==> src/rtl/addsub_pkg.sv <==
package addsub_pkg;

    localparam int REL_BITS = 4;

    typedef enum logic [REL_BITS-1:0] {
        REL_EQ  = 4'd0,
        REL_NE  = 4'd1,
        REL_LT  = 4'd2,
        REL_LE  = 4'd3,
        REL_GE  = 4'd4,
        REL_GT  = 4'd5,
        REL_LTU = 4'd6,
        REL_LEU = 4'd7,
        REL_GEU = 4'd8,
        REL_GTU = 4'd9
    } rel_code_e;

    typedef struct packed {
        logic z;
        logic n;
        logic c;
        logic v;
    } cond_flags_t;

endpackage

==> src/rtl/addsub_operand_cond.sv <==
module addsub_operand_cond #(
    parameter int WIDTH = 8
) (
    input  logic [WIDTH-1:0] b_in,
    input  logic             invert,
    output logic [WIDTH-1:0] b_out,
    output logic             carry_in
);

    // Per-bit conditional inversion; the +1 of negation becomes the carry-in.
    for (genvar i = 0; i < WIDTH; i++) begin : g_inv
        assign b_out[i] = b_in[i] ^ invert;
    end
    assign carry_in = invert;

    always_comb begin
        if (invert) begin
            AST_INVERTED_OPERAND: assert (b_out == ~b_in);
        end else begin
            AST_PASSED_OPERAND: assert (b_out == b_in);
        end
    end

endmodule

==> src/rtl/addsub_ripple.sv <==
module addsub_ripple #(
    parameter int WIDTH = 8
) (
    input  logic [WIDTH-1:0] a,
    input  logic [WIDTH-1:0] b,
    input  logic             cin,
    output logic [WIDTH-1:0] sum,
    output logic             cout
);

    localparam int EXT = WIDTH + 1;

    logic [WIDTH:0] carry;

    assign carry[0] = cin;

    for (genvar i = 0; i < WIDTH; i++) begin : g_fa
        logic half;
        assign half         = a[i] ^ b[i];
        assign sum[i]       = half ^ carry[i];
        assign carry[i + 1] = (a[i] & b[i]) | (half & carry[i]);
    end

    assign cout = carry[WIDTH];

    always_comb begin
        AST_RIPPLE_SUM: assert ({cout, sum} ==
            (EXT'({1'b0, a}) + EXT'({1'b0, b}) + EXT'({{WIDTH{1'b0}}, cin})));
    end

endmodule

==> src/rtl/addsub_flag_gen.sv <==
module addsub_flag_gen
    import addsub_pkg::*;
#(
    parameter int WIDTH = 8
) (
    input  logic [WIDTH-1:0] sum,
    input  logic             carry_out,
    input  logic             a_sign,
    input  logic             b_sign,
    output cond_flags_t      flags
);

    localparam int MSB = WIDTH - 1;

    always_comb begin
        flags.z = ~|sum;
        flags.n = sum[MSB];
        flags.c = carry_out;
        flags.v = (a_sign == b_sign) && (sum[MSB] != a_sign);
    end

    always_comb begin
        if (flags.v) begin
            AST_OVF_SIGNS: assert (flags.n != a_sign);
        end
        if (flags.z) begin
            AST_ZERO_NOT_NEG: assert (!flags.n);
        end
    end

endmodule

==> src/rtl/addsub_rel_decode.sv <==
module addsub_rel_decode
    import addsub_pkg::*;
(
    input  cond_flags_t          flags,
    input  logic [REL_BITS-1:0]  code,
    output logic                 hit
);

    logic lt_s;
    logic le_u;

    assign lt_s = flags.n ^ flags.v;
    assign le_u = ~flags.c | flags.z;

    always_comb begin
        unique case (code)
            REL_EQ:  hit = flags.z;
            REL_NE:  hit = ~flags.z;
            REL_LT:  hit = lt_s;
            REL_LE:  hit = flags.z | lt_s;
            REL_GE:  hit = ~lt_s;
            REL_GT:  hit = ~(flags.z | lt_s);
            REL_LTU: hit = ~flags.c;
            REL_LEU: hit = le_u;
            REL_GEU: hit = flags.c;
            REL_GTU: hit = ~le_u;
            default: hit = 1'b0;
        endcase
    end

    always_comb begin
        if (code > REL_GTU) begin
            AST_UNUSED_CODE_LOW: assert (!hit);
        end
    end

endmodule

==> src/rtl/addsub_flags_unit.sv <==
module addsub_flags_unit
    import addsub_pkg::*;
#(
    parameter int WIDTH = 8
) (
    input  logic [WIDTH-1:0]    op_a,
    input  logic [WIDTH-1:0]    op_b,
    input  logic                sub_sel,
    input  logic [3:0]          rel_sel,
    output logic [WIDTH-1:0]    result,
    output logic                flag_z,
    output logic                flag_n,
    output logic                flag_c,
    output logic                flag_v,
    output logic                rel_out
);

    localparam int MSB = WIDTH - 1;

    logic [WIDTH-1:0] b_eff;
    logic             cin;
    logic             cout;
    cond_flags_t      flags;

    addsub_operand_cond #(.WIDTH(WIDTH)) u_cond (
        .b_in     (op_b),
        .invert   (sub_sel),
        .b_out    (b_eff),
        .carry_in (cin)
    );

    addsub_ripple #(.WIDTH(WIDTH)) u_adder (
        .a    (op_a),
        .b    (b_eff),
        .cin  (cin),
        .sum  (result),
        .cout (cout)
    );

    addsub_flag_gen #(.WIDTH(WIDTH)) u_flags (
        .sum       (result),
        .carry_out (cout),
        .a_sign    (op_a[MSB]),
        .b_sign    (b_eff[MSB]),
        .flags     (flags)
    );

    addsub_rel_decode u_rel (
        .flags (flags),
        .code  (rel_sel),
        .hit   (rel_out)
    );

    assign flag_z = flags.z;
    assign flag_n = flags.n;
    assign flag_c = flags.c;
    assign flag_v = flags.v;

    always_comb begin
        if (sub_sel) begin
            AST_SUB_RESULT: assert (result == op_a - op_b);
            AST_SUB_CARRY: assert (flag_c == (op_a >= op_b));
            if (rel_sel == REL_EQ) begin
                AST_SUB_EQ: assert (rel_out == (op_a == op_b));
            end
            if (rel_sel == REL_LT) begin
                AST_SUB_LT: assert (rel_out == ($signed(op_a) < $signed(op_b)));
            end
            if (rel_sel == REL_LTU) begin
                AST_SUB_LTU: assert (rel_out == (op_a < op_b));
            end
        end else begin
            AST_ADD_RESULT: assert (result == op_a + op_b);
        end
        if (rel_sel > REL_GTU) begin
            AST_UNUSED_CODE: assert (!rel_out);
        end
    end

endmodule

==> config.mk <==
export PLATFORM = sky130hd
export DESIGN_NAME = addsub_flags_unit
export DESIGN_NICKNAME = d
export VERILOG_FILES = /design/src/rtl/addsub_pkg.sv /design/src/rtl/addsub_operand_cond.sv /design/src/rtl/addsub_ripple.sv /design/src/rtl/addsub_flag_gen.sv /design/src/rtl/addsub_rel_decode.sv /design/src/rtl/addsub_flags_unit.sv
export SDC_FILE = /design/constraint.sdc
export NUM_CORES = 1
export LEC_CHECK = 0
export BUFFER_PORTS_ARGS = -buffer_cell sky130_fd_sc_hd__buf_2
export CORE_AREA = 2 2 39 41
export DETAILED_ROUTE_END_ITERATION = 10
export DIE_AREA = 0 0 41 43
export PLACE_DENSITY = 0.73
export SLEW_MARGIN = 40
export SYNTH_ARGS = -nofsm -noshare
export SYNTH_HDL_FRONTEND = slang
export SYNTH_SLANG_ARGS = --single-unit
export TNS_END_PERCENT = 100
==> constraint.sdc <==
create_clock -name vclk -period 7.6
set_input_delay 1.52 -clock vclk [all_inputs]
set_output_delay 1.52 -clock vclk [all_outputs]
set_load 0.02 [all_outputs]
==> out/qor.yml <==
status: "completed"
rsz0062_at_grt: "no"
timing_hold_violations_final: 0
maxSlewHeadroom_pct: 84.03
critPathCapture: "rel_out"
fin_cells: 103
power_mw: 0.08436
finalMaxSlewViolations: 0
hold_path_class: "primary input to primary output"
setup_violations: 0
p_leak_nw: 0.3638
core-area_sq_um: 1384
p_seq_share_pct: 0
via_per_inst: 4.476
nClkBuffers: 0
synthesis.instances: 55
diodes: 0
wire_per_inst_um: 9.767
die_w_um: 41
vias: 461
timing.fmax_mhz: 135.1
start_util_pct: 31.65
worstSetupPathType: "primary input to primary output"
grtUsageTotal_pct: 12.71
power_density_nw_per_um2: 135.1
avgSynthCellArea_sq_um: 7.962
first_global_vias: 436
row_count: 14
grt-ovfl-total: 0
p_int_mw: 0.03425
grt_pass1_wl_mm: 1.642
start_kind: "primary input"
dp_cells: 103
ios: 34
totalWireLength_mm: 1.006
worstSetupStartpoint: "sub_sel"
antenna_left: 0
finalCriticalPeriod_ns: 7.401
grt_max_degree: 9
drc_errors: 0
antenna_found_initial: 0
fin_area_sq_um: 624.3
synth_cell_types: 21
synth_seq_area_share_pct: 0
worst_pin_slew_ns: 0.2329
p_switching_mw: 0.05011
p_sw_share_pct: 59.40
critPathRequiredTime_ns: 6.08
fill_cells: 144
netlist_area_sq_um: 437.9
finalCritPeriodShare_pct: 97.39
maxCapViolCount: 0
dp_hpwl_um: 939.5
die_height_um: 43
power_frac_comb_pct: 100.0
seq_cells: 0
vdd_ir_drop_max_v: 0.00004247
ys.warnings.count: 0
path_max_fanout: 8
cts.repair.resized: 0
seqCellArea_sq_um: 0
numPortBuffers: 34
area_delta_synth_final_pct: 42.57
multiInputGateArea_sq_um: 364.1
ctsHoldBuffers: 0
pwr-share-clk_pct: 0
post_cts_buffers: 0
setup_tns_ns: 0
place_area_sq_um: 616.8
crit_path_end_kind: "primary output"
dieArea_sq_um: 1763
nets: 118
routabilityCongestion: 0.5770
crit_arrival_ns: 5.88
syn-num-nets: 84
drive_above_1_share_pct: 44.83
drt_iter0_drc: 1
dr.pass1.iters: 4
==> cell usage in the layout (no fill, tap or decap), drive strengths merged, types with 2 or more instances in the layout <==
cell    n
fa      7
xor2    3
buf    33
mux2i   2
or3     2
nand3   2
xnor2   6
a21oi   2
nor2    2
inv    18
==> cells by family (layout without fill, tap and decap cells) <==
family / Yosys count / after routing / synth area share, %
AO/OA/AOI/OAI: 5 / 5 / 8.572
XOR/XNOR: 9 / 9 / 18.00
buffers and inverters: 20 / 52 / 18.00
adder cells (fa/ha/maj): 8 / 8 / 34.86
AND/OR/NAND/NOR: 10 / 10 / 13.43
multiplexers: 3 / 3 / 7.143
==> through the flow <==
step | setup slack (ns) | util [%] | hold slack [ns]
5_1_grt | 0.02638 | 45.12 | 3.413
4_1_cts | 0.09960 | 44.57 | 3.387
6_report | 0.1987 | 45.12 | 3.381
2_1_floorplan | 0.2391 | - | 3.175
3_3_place_gp | 0.2088 | 44.57 | 3.357
3_5_place_dp | 0.1080 | 44.57 | 3.384
==> synthesized netlist by cell type <==
cell,n,area [sq um]
a21oi_1,2,10.01
a2bb2oi_1,1,8.760
buf_4,1,7.510
clkbuf_1,1,3.750
fa_1,7,140.1
ha_1,1,12.51
inv_1,18,67.56
mux2_2,1,11.26
mux2i_1,2,20.02
nand2b_1,1,6.260
nand3_1,2,10.01
nand4_1,1,6.260
nor2_1,2,7.510
nor3_1,1,5.000
o2111ai_1,1,8.760
o32a_1,1,10.01
or2_2,1,6.260
or3_1,1,6.260
or3_4,1,11.26
xnor2_1,6,52.55
xor2_1,3,26.28
==> power groups by stage <==
stage / Clock, mW / Sequential (mW) / Combinational [mW]
3_5_place_dp: 0 / 0 / 0.0843
2_1_floorplan: 0 / 0 / 0.0585
4_1_cts: 0 / 0 / 0.0845
6_report: 0 / 0 / 0.0844
5_1_grt: 0 / 0 / 0.0958
3_3_place_gp: 0 / 0 / 0.0819
==> worst min path at each step <==
stage / start / endpoint / slack (ns) / cells after the start
after CTS: op_a[0] / result[0] / 3.39 / 3
after global routing: op_a[0] / result[0] / 3.41 / 3
final: op_a[0] / result[0] / 3.38 / 3
after global placement: op_a[0] / result[0] / 3.36 / 3
after detailed placement: op_a[0] / result[0] / 3.38 / 3
after floorplan: op_b[0] / result[0] / 3.18 / 1
==> worst max-delay path, stage by stage <==
cell      delay (ns)
clkbuf_4        0.17
xnor2_1         0.16
fa_1            0.41
fa_1            0.39
fa_1            0.40
fa_1            0.39
fa_1            0.40
fa_2            0.36
fa_2            0.57
nand4_1         0.11
or3_4           0.40
or3_1           0.35
nand3_1         0.08
buf_2           0.16
==> layout make-up <==
class                           instances  share of cell area, %
Inverter                               18                  10.82
Multi-Input combinational cell         35                  58.32
Tap cell                               16                  3.206
Timing Repair Buffer                   34                  27.66
==> metal layers <==
metal	wire [um]	vias to the layer above	track usage [%]
met1	374	205	15.36
met5	0	-	0
met2	523	24	24.69
met3	109	0	0
li1	-	232	-
met4	0	0	0
(Power assumes the default switching activity.)
